===== src/rtl/pix_sad_pkg.sv =====
package pix_sad_pkg;
  localparam int unsigned PIX_W_DEF       = 8;
  localparam int unsigned LANES_DEF       = 8;
  localparam int unsigned BLOCK_WORDS_DEF = 32;

  typedef enum logic {
    ST_IDLE = 1'b0,
    ST_ACC  = 1'b1
  } sad_state_e;
endpackage


===== src/rtl/pix_absdiff.sv =====
module pix_absdiff #(
  parameter int unsigned W = 8
) (
  input  logic [W-1:0] a_i,
  input  logic [W-1:0] b_i,
  output logic [W-1:0] d_o
);
  // larger minus smaller: no sign wrap
  always_comb d_o = (a_i >= b_i) ? (a_i - b_i) : (b_i - a_i);
endmodule


===== src/rtl/pix_add_tree.sv =====
module pix_add_tree #(
  parameter int unsigned LANES = 8,
  parameter int unsigned IN_W  = 8,
  parameter int unsigned OUT_W = IN_W + $clog2(LANES)
) (
  input  logic [LANES*IN_W-1:0] in_i,
  output logic [OUT_W-1:0]      sum_o
);
  localparam int unsigned NODES = 2 * LANES - 1;

  // heap order: node i sums children 2i+1 and 2i+2, leaves at LANES-1..
  logic [OUT_W-1:0] node [NODES];

  for (genvar k = 0; k < LANES; k++) begin : g_leaf
    assign node[LANES-1+k] = OUT_W'(in_i[k*IN_W +: IN_W]);
  end

  for (genvar i = 0; i < LANES - 1; i++) begin : g_add
    assign node[i] = node[2*i+1] + node[2*i+2];
  end

  assign sum_o = node[0];
endmodule


===== src/rtl/pix_acc.sv =====
module pix_acc
  import pix_sad_pkg::*;
#(
  parameter int unsigned SUM_W = 11,
  parameter int unsigned ACC_W = 16
) (
  input  logic             clk_i,
  input  logic             rst_ni,
  input  logic             start_i,
  input  logic             valid_i,
  input  logic             last_i,
  input  logic [SUM_W-1:0] sum_i,
  output logic [ACC_W-1:0] acc_o,
  output logic             done_o
);
  sad_state_e       st_q;
  logic [ACC_W-1:0] acc_q;
  logic             done_q;
  logic             take;

  // start opens a block; otherwise only an open block accepts words
  assign take = valid_i && (start_i || (st_q == ST_ACC));

  always_ff @(posedge clk_i or negedge rst_ni) begin
    if (!rst_ni) begin
      st_q   <= ST_IDLE;
      acc_q  <= '0;
      done_q <= 1'b0;
    end else begin
      done_q <= take && last_i;
      if (start_i) begin
        acc_q <= valid_i ? ACC_W'(sum_i) : '0;
        st_q  <= (valid_i && last_i) ? ST_IDLE : ST_ACC;
      end else if (take) begin
        acc_q <= acc_q + ACC_W'(sum_i);
        if (last_i) st_q <= ST_IDLE;
      end
    end
  end

  assign acc_o  = acc_q;
  assign done_o = done_q;
endmodule


===== src/rtl/pix_sad_acc.sv =====
module pix_sad_acc
  import pix_sad_pkg::*;
#(
  parameter int unsigned PIX_W       = PIX_W_DEF,
  parameter int unsigned LANES       = LANES_DEF,
  parameter int unsigned BLOCK_WORDS = BLOCK_WORDS_DEF,
  localparam int unsigned WORD_W     = PIX_W * LANES,
  localparam int unsigned SUM_W      = PIX_W + $clog2(LANES),
  localparam int unsigned ACC_W      = PIX_W + $clog2(LANES * BLOCK_WORDS)
) (
  input  logic              clk_i,
  input  logic              rst_ni,
  input  logic              start_i,
  input  logic              valid_i,
  input  logic              last_i,
  input  logic [WORD_W-1:0] ref_i,
  input  logic [WORD_W-1:0] cand_i,
  output logic [ACC_W-1:0]  sad_o,
  output logic              done_o
);
  logic [WORD_W-1:0] diff_w;
  logic [SUM_W-1:0]  word_sum;

  for (genvar k = 0; k < LANES; k++) begin : g_lane
    pix_absdiff #(.W(PIX_W)) u_absdiff (
      .a_i (ref_i [k*PIX_W +: PIX_W]),
      .b_i (cand_i[k*PIX_W +: PIX_W]),
      .d_o (diff_w[k*PIX_W +: PIX_W])
    );
  end

  pix_add_tree #(
    .LANES (LANES),
    .IN_W  (PIX_W),
    .OUT_W (SUM_W)
  ) u_tree (
    .in_i  (diff_w),
    .sum_o (word_sum)
  );

  pix_acc #(
    .SUM_W (SUM_W),
    .ACC_W (ACC_W)
  ) u_acc (
    .clk_i   (clk_i),
    .rst_ni  (rst_ni),
    .start_i (start_i),
    .valid_i (valid_i),
    .last_i  (last_i),
    .sum_i   (word_sum),
    .acc_o   (sad_o),
    .done_o  (done_o)
  );
endmodule


===== config.mk =====
export PLATFORM = sky130hd
export DESIGN_NAME = pix_sad_acc
export DESIGN_NICKNAME = d
export VERILOG_FILES = /design/src/rtl/pix_sad_pkg.sv /design/src/rtl/pix_absdiff.sv /design/src/rtl/pix_add_tree.sv /design/src/rtl/pix_acc.sv /design/src/rtl/pix_sad_acc.sv
export SDC_FILE = /design/constraint.sdc
export NUM_CORES = 1
export LEC_CHECK = 0
export BUFFER_PORTS_ARGS = -buffer_cell sky130_fd_sc_hd__buf_2
export CORE_MARGIN = 5
export CORE_UTILIZATION = 60
export DETAILED_ROUTE_END_ITERATION = 12
export PLACE_DENSITY = 0.85
export SYNTH_ARGS = -nofsm -noshare
export SYNTH_HDL_FRONTEND = slang
export SYNTH_SLANG_ARGS = --single-unit

===== constraint.sdc =====
create_clock -name clk_i -period 6 [get_ports clk_i]
set_clock_uncertainty 0.15 [all_clocks]
set_input_delay 0.3 -clock clk_i [delete_from_list [all_inputs] [get_ports clk_i]]
set_output_delay 0.3 -clock clk_i [all_outputs]
set_load 0.02 [all_outputs]

==> reports/qor.txt, run 1 <==
======================================================================================
RSZ-0062 raised after global routing                                              true
Number of enable-type register cells in the synthesized netlist                      0
Buffer cell driving the clock tree root                                      clkbuf_16
Antenna violations before repair                                                     0
Number of buffers inserted during clock tree synthesis                               3
MaxCap Viol Count                                                                    0
Worst slew slack as a fraction of its limit                                      26.5%
Total number of clock tree sinks                                                    18
Max-slew violation count                                                             0
Slowest stage cell on the critical path                                           fa_1
Sequential element share of the synthesized area                                 5.66%
Result of the run                                                         complete, but fails checks
Dominant cell by count in the synthesized netlist                                inv_1
Setup ws final                                                                -1.35 ns
Wire length of the first global-routing pass                                  45200 um
Vertical extent of the die                                                      125 um
Required time worst endpoint                                                   5.98 ns
Gr usage total                                                                   34.2%
Antenna-violating nets left                                                          0
Width of the die                                                                125 um
Data arrival at the endpoint of the critical path                              7.33 ns
Top FF cell, synth                                                             dfrtp_1
Capturing element type of the critical path                                   register
IO buf count                                                                       149
Worst setup slack after placement                                             -1.23 ns
Ranking of synthesized cells by area                                      ha_1 (23%), fa_1 (16%), inv_1 (10%)
Weighted congestion reported at the end of routability-driven placement           1.00
Post-layout min period                                                         7.35 ns
Syn Area/Cell                                                                 8.20 um2
Number of failing hold endpoints at the final stage                                  0
Iteration-0 DRC count of the detailed router                                      1119
DRC Markers                                                                          0
Clock tree from TritonCTS                                                         done
Slew at the pin closest to its max-slew limit                                  1.10 ns
Max Buffers Root-to-Sink                                                             2
Number of nets produced by synthesis                                              1310
Core outline area                                                            13100 um2
Die outline area                                                             15700 um2
Grt total ovfl                                                                       0
Clock H-tree levels                                                                  1
Wirelength per Cell                                                            20.8 um
Combined area of the multi-input logic cells                                  7220 um2
Summed instance area of the synthesized netlist                               7950 um2
Starting density of the core                                                     60.5%
Area leader, netlist                                                              ha_1
Synthesis-stage register bit count                                                  18
Fill cell count                                                                    560
Number of global-route vias before repair                                         9714
Mean number of vias per cell                                                      6.21
Fmax                                                                           136 MHz
Total vias in the final route                                                     9602
Area share of the leading cell type in the synthesized netlist                   22.5%
Clock transition at the registers of the reported paths                        0.05 ns
Top Ports                                                                          150
Slowest cell delay on critical path                                            0.56 ns
Count of antenna diodes in the layout                                                0
Fraction of the cycle the final worst path needs                                  122%
Clock insertion delay at the later pin of the skew report                      0.25 ns
DP Wirelength                                                                 20500 um
Fraction of final layout cells sized beyond drive strength 1                     40.6%
Final Setup Violations                                                              13
Largest net degree at the start of global routing                                   21
Yosys warns                                                                          0
Number of iterations in the first detailed-routing pass                              7
Area growth from synthesis to final layout                                       47.0%
CP max FO                                                                            7
Routed wire length                                                            32200 um
Final Net Count                                                                   1713
Startpoint kind of the worst setup timing path                               input pin
Proportion of synthesized flip-flops having asynchronous set or reset             100%
Category of the most critical setup path                                  input pin to register
Hold/Removal Path Class                                                   input pin to register
Post-synth top cells                                                      inv_1 (219), ha_1 (143), a21oi_1 (86)
Num rows                                                                            42
Count of different cell masters after synthesis                                     58
Area occupied by registers                                                     450 um2
Violations in the final reports                                           setup timing
Gate Count Post-Synth                                                              970
======================================================================================
area by class of cell:
| cell class | count | share of cell area, % |
|---|---|---|
| Clock buffer | 3 | 0.642 |
| Inverter | 219 | 7.31 |
| Multi-Input combinational cell | 709 | 61.7 |
| Sequential cell | 18 | 3.85 |
| Tap cell | 176 | 1.88 |
| Timing Repair Buffer | 422 | 24.6 |
what timing repair did:
item | CTS | global route
endpoints found under the setup margin | 12 | 13
hold buffers | 1 | 0
resized for setup | 51 | 43
buffers inserted | 28 | 10
hold endpoints to repair | 18 | 0
pin swaps | 59 | 43
sequential cells by signal, summed over array words and instances, names as in the netlist:
register      cells
u_acc.acc_o      16
u_acc.done_o      1
u_acc.st_q        1
cell families (layout without fill, tap and decap cells):
logic type	Yosys count	after routing	share of synthesized area, %
xor+xnor	64	64	7.05
flops	18	18	5.66
simple gates	132	132	8.37
buf+inv	243	644	11.9
fa+ha+maj	207	207	38.6
compound gates	254	254	21.5
mux	52	52	6.97
critical path, delay by kind of cell:
family                     cells  cell delay, ns
xor gates and xnor gates       2            0.41
adders and majority gates      8            3.34
and+or+nand+nor                2            0.22
buffers and inverters          6            0.42
AOI/OAI and AO/OA             11            2.66
worst paths after layout:
| kind | startpoint | endpoint | slack [ns] | cells past startpoint |
|---|---|---|---|---|
| setup / recovery | ref_i[8] | u_acc.acc_o[12]$_DFFE_PN0P_ | -1.35 | 29 |
| hold / removal | last_i | u_acc.st_q$_DFFE_PN0P_ | 0.13 | 2 |
| setup reg to reg | u_acc.acc_o[0]$_DFFE_PN0P_ | u_acc.acc_o[12]$_DFFE_PN0P_ | 3.42 | 9 |
| hold reg to reg | u_acc.acc_o[0]$_DFFE_PN0P_ | u_acc.acc_o[0]$_DFFE_PN0P_ | 0.39 | 1 |
| max in group asynchronous | rst_ni | u_acc.acc_o[2]$_DFFE_PN0P_ | 5.05 | 2 |
| min in group asynchronous | rst_ni | u_acc.acc_o[1]$_DFFE_PN0P_ | 0.37 | 2 |
per-stage QoR:
| stage | area, um2 | hold slack, ns | setup TNS (ns) | utilization [%] | std cells |
|---|---|---|---|---|---|
| final | 11700 | 0.127 | -14.11 | 89.0 | 1547 |
| after CTS | 11400 | 0.117 | -7.03 | 86.8 | 1540 |
| after floorplan | 8260 | -0.146 | -4.35 | - | 970 |
| after detailed placement | 10900 | 0.0940 | -11.78 | 82.9 | 1508 |
| after global placement | 10900 | 0.0906 | -9.42 | 82.9 | 1508 |
| after global routing | 11700 | 0.132 | -16.21 | 89.0 | 1547 |
cell usage in the layout, fill, tap and decap left out, types with 5 or more instances in the layout:
cell,Yosys,final
fa_2,0,6
nand4_1,10,10
inv_1,219,203
ha_1,143,128
o21ai_2,0,6
nand2_1,30,26
o21bai_1,11,11
buf_6,1,11
xnor2_1,36,27
nand3_1,30,26
fa_1,64,58
inv_2,0,11
a21o_1,53,53
buf_2,12,147
a21oi_1,86,70
dfrtp_1,18,18
mux2_2,15,9
xnor2_2,0,7
mux2_4,3,9
mux2i_1,34,30
a21oi_2,1,12
nor2b_1,12,11
xor2_1,28,28
nor3_1,8,7
a22o_1,6,6
ha_4,0,13
a21oi_4,1,6
nor2_1,22,20
and4_1,5,5
buf_4,2,260
o21ai_0,38,29
routing by layer:
layer / up-vias / GRT usage, % / share of wire, %
met5: - / 0 / 0
met4: 0 / 18.4 / 9.8
met3: 324 / 4.78 / 9.4
met2: 818 / 62.8 / 48
met1: 4399 / 37.9 / 33
li1: 4061 / - / -
Power of run 1 is not shown: default switching activity piles up to over one toggle a cycle in this logic, so the estimate is an artifact.
==> run 2, diff against run 1 <==
- ABC_AREA: unset -> 1
- CTS_CLUSTER_DIAMETER: unset -> 80
- PLACE_DENSITY: 0.85 -> 0.84
==> run 2 against run 1 <==
The flow now finishes without violations. Final area rose by 5.0%. Worst setup slack improved by 1.4 ns. Utilization down 5.2 points. Critical path type unchanged. Final cell count up 22%. Synthesized area is 13% higher. Hold slack worse by 0.041 ns. Die area grew 12%. First-iteration DRC count shrank 36%. Clock-buffer cell count unchanged.
==> reports/qor.txt, run 2 <==
======================================================================================
Worst slew slack as a fraction of its limit                                      47.4%
RSZ-0062 raised after global routing                                              true
Slowest stage cell on the critical path                                           fa_1
Post-layout min period                                                         6.00 ns
Gr usage total                                                                   27.0%
Capturing element type of the critical path                                   register
IO buf count                                                                       149
Max Buffers Root-to-Sink                                                             2
Antenna violations before repair                                                     0
Antenna-violating nets left                                                          0
Slew at the pin closest to its max-slew limit                                 0.787 ns
Mean number of vias per cell                                                      5.42
Fraction of the cycle the final worst path needs                                 99.9%
Fill cell count                                                                    854
Count of antenna diodes in the layout                                                0
Summed instance area of the synthesized netlist                               9010 um2
Dominant cell by count in the synthesized netlist                              nand2_1
MaxCap Viol Count                                                                    0
Proportion of synthesized flip-flops having asynchronous set or reset             100%
Post-synth top cells                                                      nand2_1 (360), inv_1 (293), ha_1 (143)
Synthesis-stage register bit count                                                  18
Number of iterations in the first detailed-routing pass                              7
Top FF cell, synth                                                             dfrtp_1
Clock tree from TritonCTS                                                         done
Buffer cell driving the clock tree root                                      clkbuf_16
Clock transition at the registers of the reported paths                        0.05 ns
Core outline area                                                            14600 um2
Largest net degree at the start of global routing                                   21
Hold/Removal Path Class                                                   input pin to register
DRC Markers                                                                          0
Fmax                                                                           167 MHz
Worst setup slack after placement                                            -0.457 ns
CP max FO                                                                            4
Total vias in the final route                                                    10254
Category of the most critical setup path                                  input pin to register
Area leader, netlist                                                              ha_1
Buffers plus inverters on the worst setup path                                       6
Area of placed instances                                                     11100 um2
Data arrival at the endpoint of the critical path                              6.02 ns
Startpoint kind of the worst setup timing path                               input pin
Setup slack on the worst flop-to-flop path                                     3.67 ns
Top Ports                                                                          150
Number of global-route vias before repair                                         9718
Number of buffers inserted during clock tree synthesis                               3
Fraction of final layout cells sized beyond drive strength 1                     33.1%
Ranking of synthesized cells by area                                      ha_1 (20%), nand2_1 (15%), fa_1 (14%)
Die outline area                                                             17600 um2
Number of nets produced by synthesis                                              1731
Number of failing hold endpoints at the final stage                                  0
Wire length of the first global-routing pass                                  41600 um
Slowest cell delay on critical path                                            0.57 ns
Width of the die                                                                133 um
Flip-flop count of the largest register after layout                                16
Leading cell type in the layout, fill and taps excluded                        nand2_1
Vertical extent of the die                                                      133 um
Total number of clock tree sinks                                                    18
Num rows                                                                            44
Clock insertion delay at the later pin of the skew report                      0.25 ns
Max-slew violation count                                                             0
Required time worst endpoint                                                   6.03 ns
Wirelength per Cell                                                            14.7 um
Weighted congestion reported at the end of routability-driven placement          0.934
Cell mode on critical path                                                     nand2_1
Starting density of the core                                                     61.5%
Grt total ovfl                                                                       0
Result of the run                                                         finished clean
Routed wire length                                                            27800 um
Gate Count Post-Synth                                                             1391
Iteration-0 DRC count of the detailed router                                       720
Final Setup Violations                                                               0
DP Wirelength                                                                 21000 um
Top Family by Delay on Critical Path                                       adder cells
Number of enable-type register cells in the synthesized netlist                      0
Final Net Count                                                                   2050
Final non-filler cell area                                                   12300 um2
Worst Hold Slack                                                             0.0863 ns
Clock H-tree levels                                                                  1
Count of different cell masters after synthesis                                     42
Yosys warns                                                                          0
Setup ws final                                                              0.00481 ns
Area growth from synthesis to final layout                                       36.2%
Syn Area/Cell                                                                 6.48 um2
Most used cells in the layout excluding fill and tap cells                nand2_1 (325), inv_1 (262), buf_4 (186), buf_2 (146), ha_1 (113)
Sequential element share of the synthesized area                                 5.00%
Area share of the leading cell type in the synthesized netlist                   19.9%
======================================================================================
-- run 2: cell count changes in the layout (fill, tap and decap cells not counted), moves of 22 or more --
| cell | previous run | this run |
|---|---|---|
| nand2_2 | 4 | 34 |
| buf_4 | 260 | 186 |
| nor2_1 | 20 | 70 |
| inv_2 | 11 | 33 |
| a21o_1 | 53 | 5 |
| mux2i_1 | 30 | 2 |
| xor2_1 | 28 | 61 |
| nand2_1 | 26 | 325 |
| inv_1 | 203 | 262 |
-- run 2: worst paths after layout --
path	cells past startpoint	from	end
setup reg to reg	13	u_acc.acc_o[0]$_DFFE_PN0P_	u_acc.acc_o[12]$_DFFE_PN0P_
hold / removal	2	last_i	u_acc.st_q$_DFFE_PN0P_
max in group asynchronous	2	rst_ni	u_acc.acc_o[1]$_DFFE_PN0P_
setup / recovery	35	cand_i[40]	u_acc.acc_o[12]$_DFFE_PN0P_
min in group asynchronous	2	rst_ni	u_acc.acc_o[10]$_DFFE_PN0P_
hold reg to reg	2	u_acc.st_q$_DFFE_PN0P_	u_acc.done_o$_DFF_PN0_
-- run 2: per-stage QoR --
stage	TNS, ns	cells	utilization (%)
4_1_cts	0	1878	77.8
2_1_floorplan	0	1391	-
5_1_grt	-2.47	1892	83.8
6_report	0	1892	83.8
3_3_place_gp	-2.79	1874	76.1
3_5_place_dp	-4.37	1874	76.1
-- run 2: kinds of logic after synthesis --
group	Yosys count	share of synthesized area, %
simple gates	546	25.0
buf+inv	329	14.6
compound gates	208	13.2
fa+ha+maj	207	34.1
xor+xnor	80	7.78
flops	18	5.00
mux	3	0.333
-- run 2: timing repair --
action                     CTS  global route
hold buffers                 1             0
gates cloned                 0             0
gates resized for setup     36           212
pin swaps                   19           108
setup buffers                0            15
setup endpoints to repair   10            12
hold endpoints to repair    18             0
-- run 2: metal layers --
layer  track usage (%)  vias to the layer above  part of all wire, %
met5                 0                        -                    0
met4              3.98                        0                  3.3
met3              2.58                      101                  6.3
met2              50.3                      498                   52
met1              34.4                     4718                   39
li1                  -                     4937                    -
-- run 2: worst register-to-register path: cells and delay by family (launching register included) --
family	cells	cell delay (ns)
flip-flops	1	0.40
buffers and inverters	2	0.18
adder cells (fa/ha/maj)	2	0.76
AND/OR/NAND/NOR	9	0.76
-- run 2: final cells by class --
class / count / area (um2) / share of cell area, %
sequential: 18 / 450 / 3.67
multi-input combinational: 1044 / 8120 / 66.2
clock buffer: 3 / 75.1 / 0.612
inverter: 302 / 1150 / 9.40
tap: 184 / 230 / 1.88
timing repair buffer: 341 / 2240 / 18.3
Power of run 2 is left out for the same reason.
==> run 3, diff against run 2 <==
- clock period: 6 -> 7.6 ns (I/O delays scaled with it)
==> run 3 against run 2 <==
Largest cell class unchanged. First-iteration DRC count is 31% lower. Critical path type unchanged. Wire length is 24% lower. Utilization is 16 points lower. Via count is 15% lower.
==> reports/qor.txt, run 3 (synthesized netlist as in run 2, its figures left out) <==
======================================================================================
Final Net Count                                                                   1859
Final-layout setup total negative slack                                           0 ns
Slowest stage cell on the critical path                                           fa_1
Largest net degree at the start of global routing                                   21
Final Setup Violations                                                               0
Mean number of vias per cell                                                      5.15
Weighted congestion reported at the end of routability-driven placement          0.938
CP max FO                                                                            9
RSZ-0062 raised after global routing                                             false
Die outline area                                                             17600 um2
Top Family by Delay on Critical Path                                       adder cells
Width of the die                                                                133 um
Clock tree from TritonCTS                                                         done
Fraction of the cycle the final worst path needs                                 85.2%
Vertical extent of the die                                                      133 um
Number of global-route vias before repair                                         8700
Leading cell type in the layout, fill and taps excluded                        nand2_1
Top Ports                                                                          150
Wire length of the first global-routing pass                                  37400 um
Required time worst endpoint                                                   7.59 ns
Grt total ovfl                                                                       0
Hold/Removal Path Class                                                   input pin to register
Num rows                                                                            44
Fraction of final layout cells sized beyond drive strength 1                     12.3%
Gr usage total                                                                   24.1%
Post-layout min period                                                         6.48 ns
Clock H-tree levels                                                                  1
Total vias in the final route                                                     8758
Number of buffers inserted during clock tree synthesis                               3
Post-Place Cells                                                                  1697
Cell mode on critical path                                                     nand2_1
Buffers plus inverters on the worst setup path                                       4
Result of the run                                                         finished clean
Antenna-violating nets left                                                          0
Capturing element type of the critical path                                   register
Total number of clock tree sinks                                                    18
Routed wire length                                                            21200 um
Area of placed instances                                                      9810 um2
Fill cell count                                                                   1352
Category of the most critical setup path                                  input pin to register
Final non-filler cell area                                                    9900 um2
IO buf count                                                                       149
Number of iterations in the first detailed-routing pass                              5
Max-slew violation count                                                             0
Data arrival at the endpoint of the critical path                              6.47 ns
Worst slew slack as a fraction of its limit                                      56.7%
Number of failing hold endpoints at the final stage                                  0
DRC Markers                                                                          0
Fmax                                                                           154 MHz
Antenna violations before repair                                                     0
Clock insertion delay at the later pin of the skew report                      0.25 ns
Area growth from synthesis to final layout                                       9.93%
Flip-flop count of the largest register after layout                                16
Startpoint kind of the worst setup timing path                               input pin
Wirelength per Cell                                                            12.4 um
Core outline area                                                            14600 um2
Starting density of the core                                                     61.5%
Slew at the pin closest to its max-slew limit                                 0.648 ns
Most used cells in the layout excluding fill and tap cells                nand2_1 (360), inv_1 (293), buf_2 (149), ha_1 (143), a21oi_1 (108)
MaxCap Viol Count                                                                    0
Count of buffers added by post-CTS timing repair for setup                           0
DP Wirelength                                                                 18800 um
Slowest cell delay on critical path                                            0.56 ns
Count of antenna diodes in the layout                                                0
Layout Cells excl Fill                                                            1702
Clock transition at the registers of the reported paths                        0.06 ns
Iteration-0 DRC count of the detailed router                                       496
Buffer cell driving the clock tree root                                      clkbuf_16
Max Buffers Root-to-Sink                                                             2
======================================================================================
## run 3: cell count changes in the layout (fill, tap and decap cells not counted), sizes merged
cell / change
buf: -191
clkbuf: +1
## run 3: area by class of cell
cell class | instances | area, um2 | area share, %
clock buffers | 4 | 88.8 | 0.897
inverters | 302 | 1140 | 11.5
multi-input cells | 1044 | 7240 | 73.1
flip-flops and latches | 18 | 450 | 4.55
well taps | 184 | 230 | 2.32
repair buffers | 150 | 756 | 7.63
## run 3: worst register-to-register path, cell delays in order, from the launching register on
cell,delay [ns]
dfrtp_1,0.40
ha_1,0.26
fa_1,0.44
inv_1,0.08
nor2_1,0.05
nor2_2,0.16
inv_1,0.06
nand2_1,0.08
nand2_1,0.07
nand2_1,0.06
nand2_1,0.11
a21oi_1,0.14
nor2_1,0.06
## run 3: metrics by stage
| step | worst slack (ns) | hold slack [ns] | utilization (%) |
|---|---|---|---|
| 6_report | 1.12 | 0.164 | 67.6 |
| 5_1_grt | 0.567 | 0.181 | 67.6 |
| 4_1_cts | 1.13 | 0.165 | 67.6 |
| 3_5_place_dp | 0.879 | 0.189 | 67.0 |
| 3_3_place_gp | 1.04 | 0.177 | 67.0 |
| 2_1_floorplan | 1.51 | -0.0656 | - |
## run 3: path summary, 6_finish.rpt
check / end / slack, ns / cells past startpoint / startpoint
worst max-delay path: u_acc.acc_o[9]$_DFFE_PN0P_ / 1.12 / 32 / ref_i[16]
worst min-delay path: u_acc.st_q$_DFFE_PN0P_ / 0.16 / 2 / last_i
worst max register to register: u_acc.acc_o[12]$_DFFE_PN0P_ / 5.36 / 12 / u_acc.acc_o[0]$_DFFE_PN0P_
worst min register to register: u_acc.done_o$_DFF_PN0_ / 0.35 / 2 / u_acc.st_q$_DFFE_PN0P_
max in group asynchronous: u_acc.acc_o[2]$_DFFE_PN0P_ / 6.54 / 2 / rst_ni
min in group asynchronous: u_acc.acc_o[15]$_DFFE_PN0P_ / 0.47 / 2 / rst_ni
## run 3: repair_timing
action	CTS	global route
setup endpoints to repair	0	0
resized for setup	0	0
hold buffers	1	0
hold endpoints to repair	18	0
## run 3: routing by layer
| metal | vias up | global-route usage, % | routed length (um) | part of all wire (%) |
|---|---|---|---|---|
| li1 | 4557 | - | - | - |
| met1 | 3933 | 31.9 | 9500 | 45 |
| met2 | 238 | 42.9 | 10300 | 48 |
| met3 | 30 | 3.00 | 1120 | 5.3 |
| met4 | 0 | 4.10 | 299 | 1.4 |
| met5 | - | 0 | 0 | 0 |
Power of run 3 is left out for the same reason.
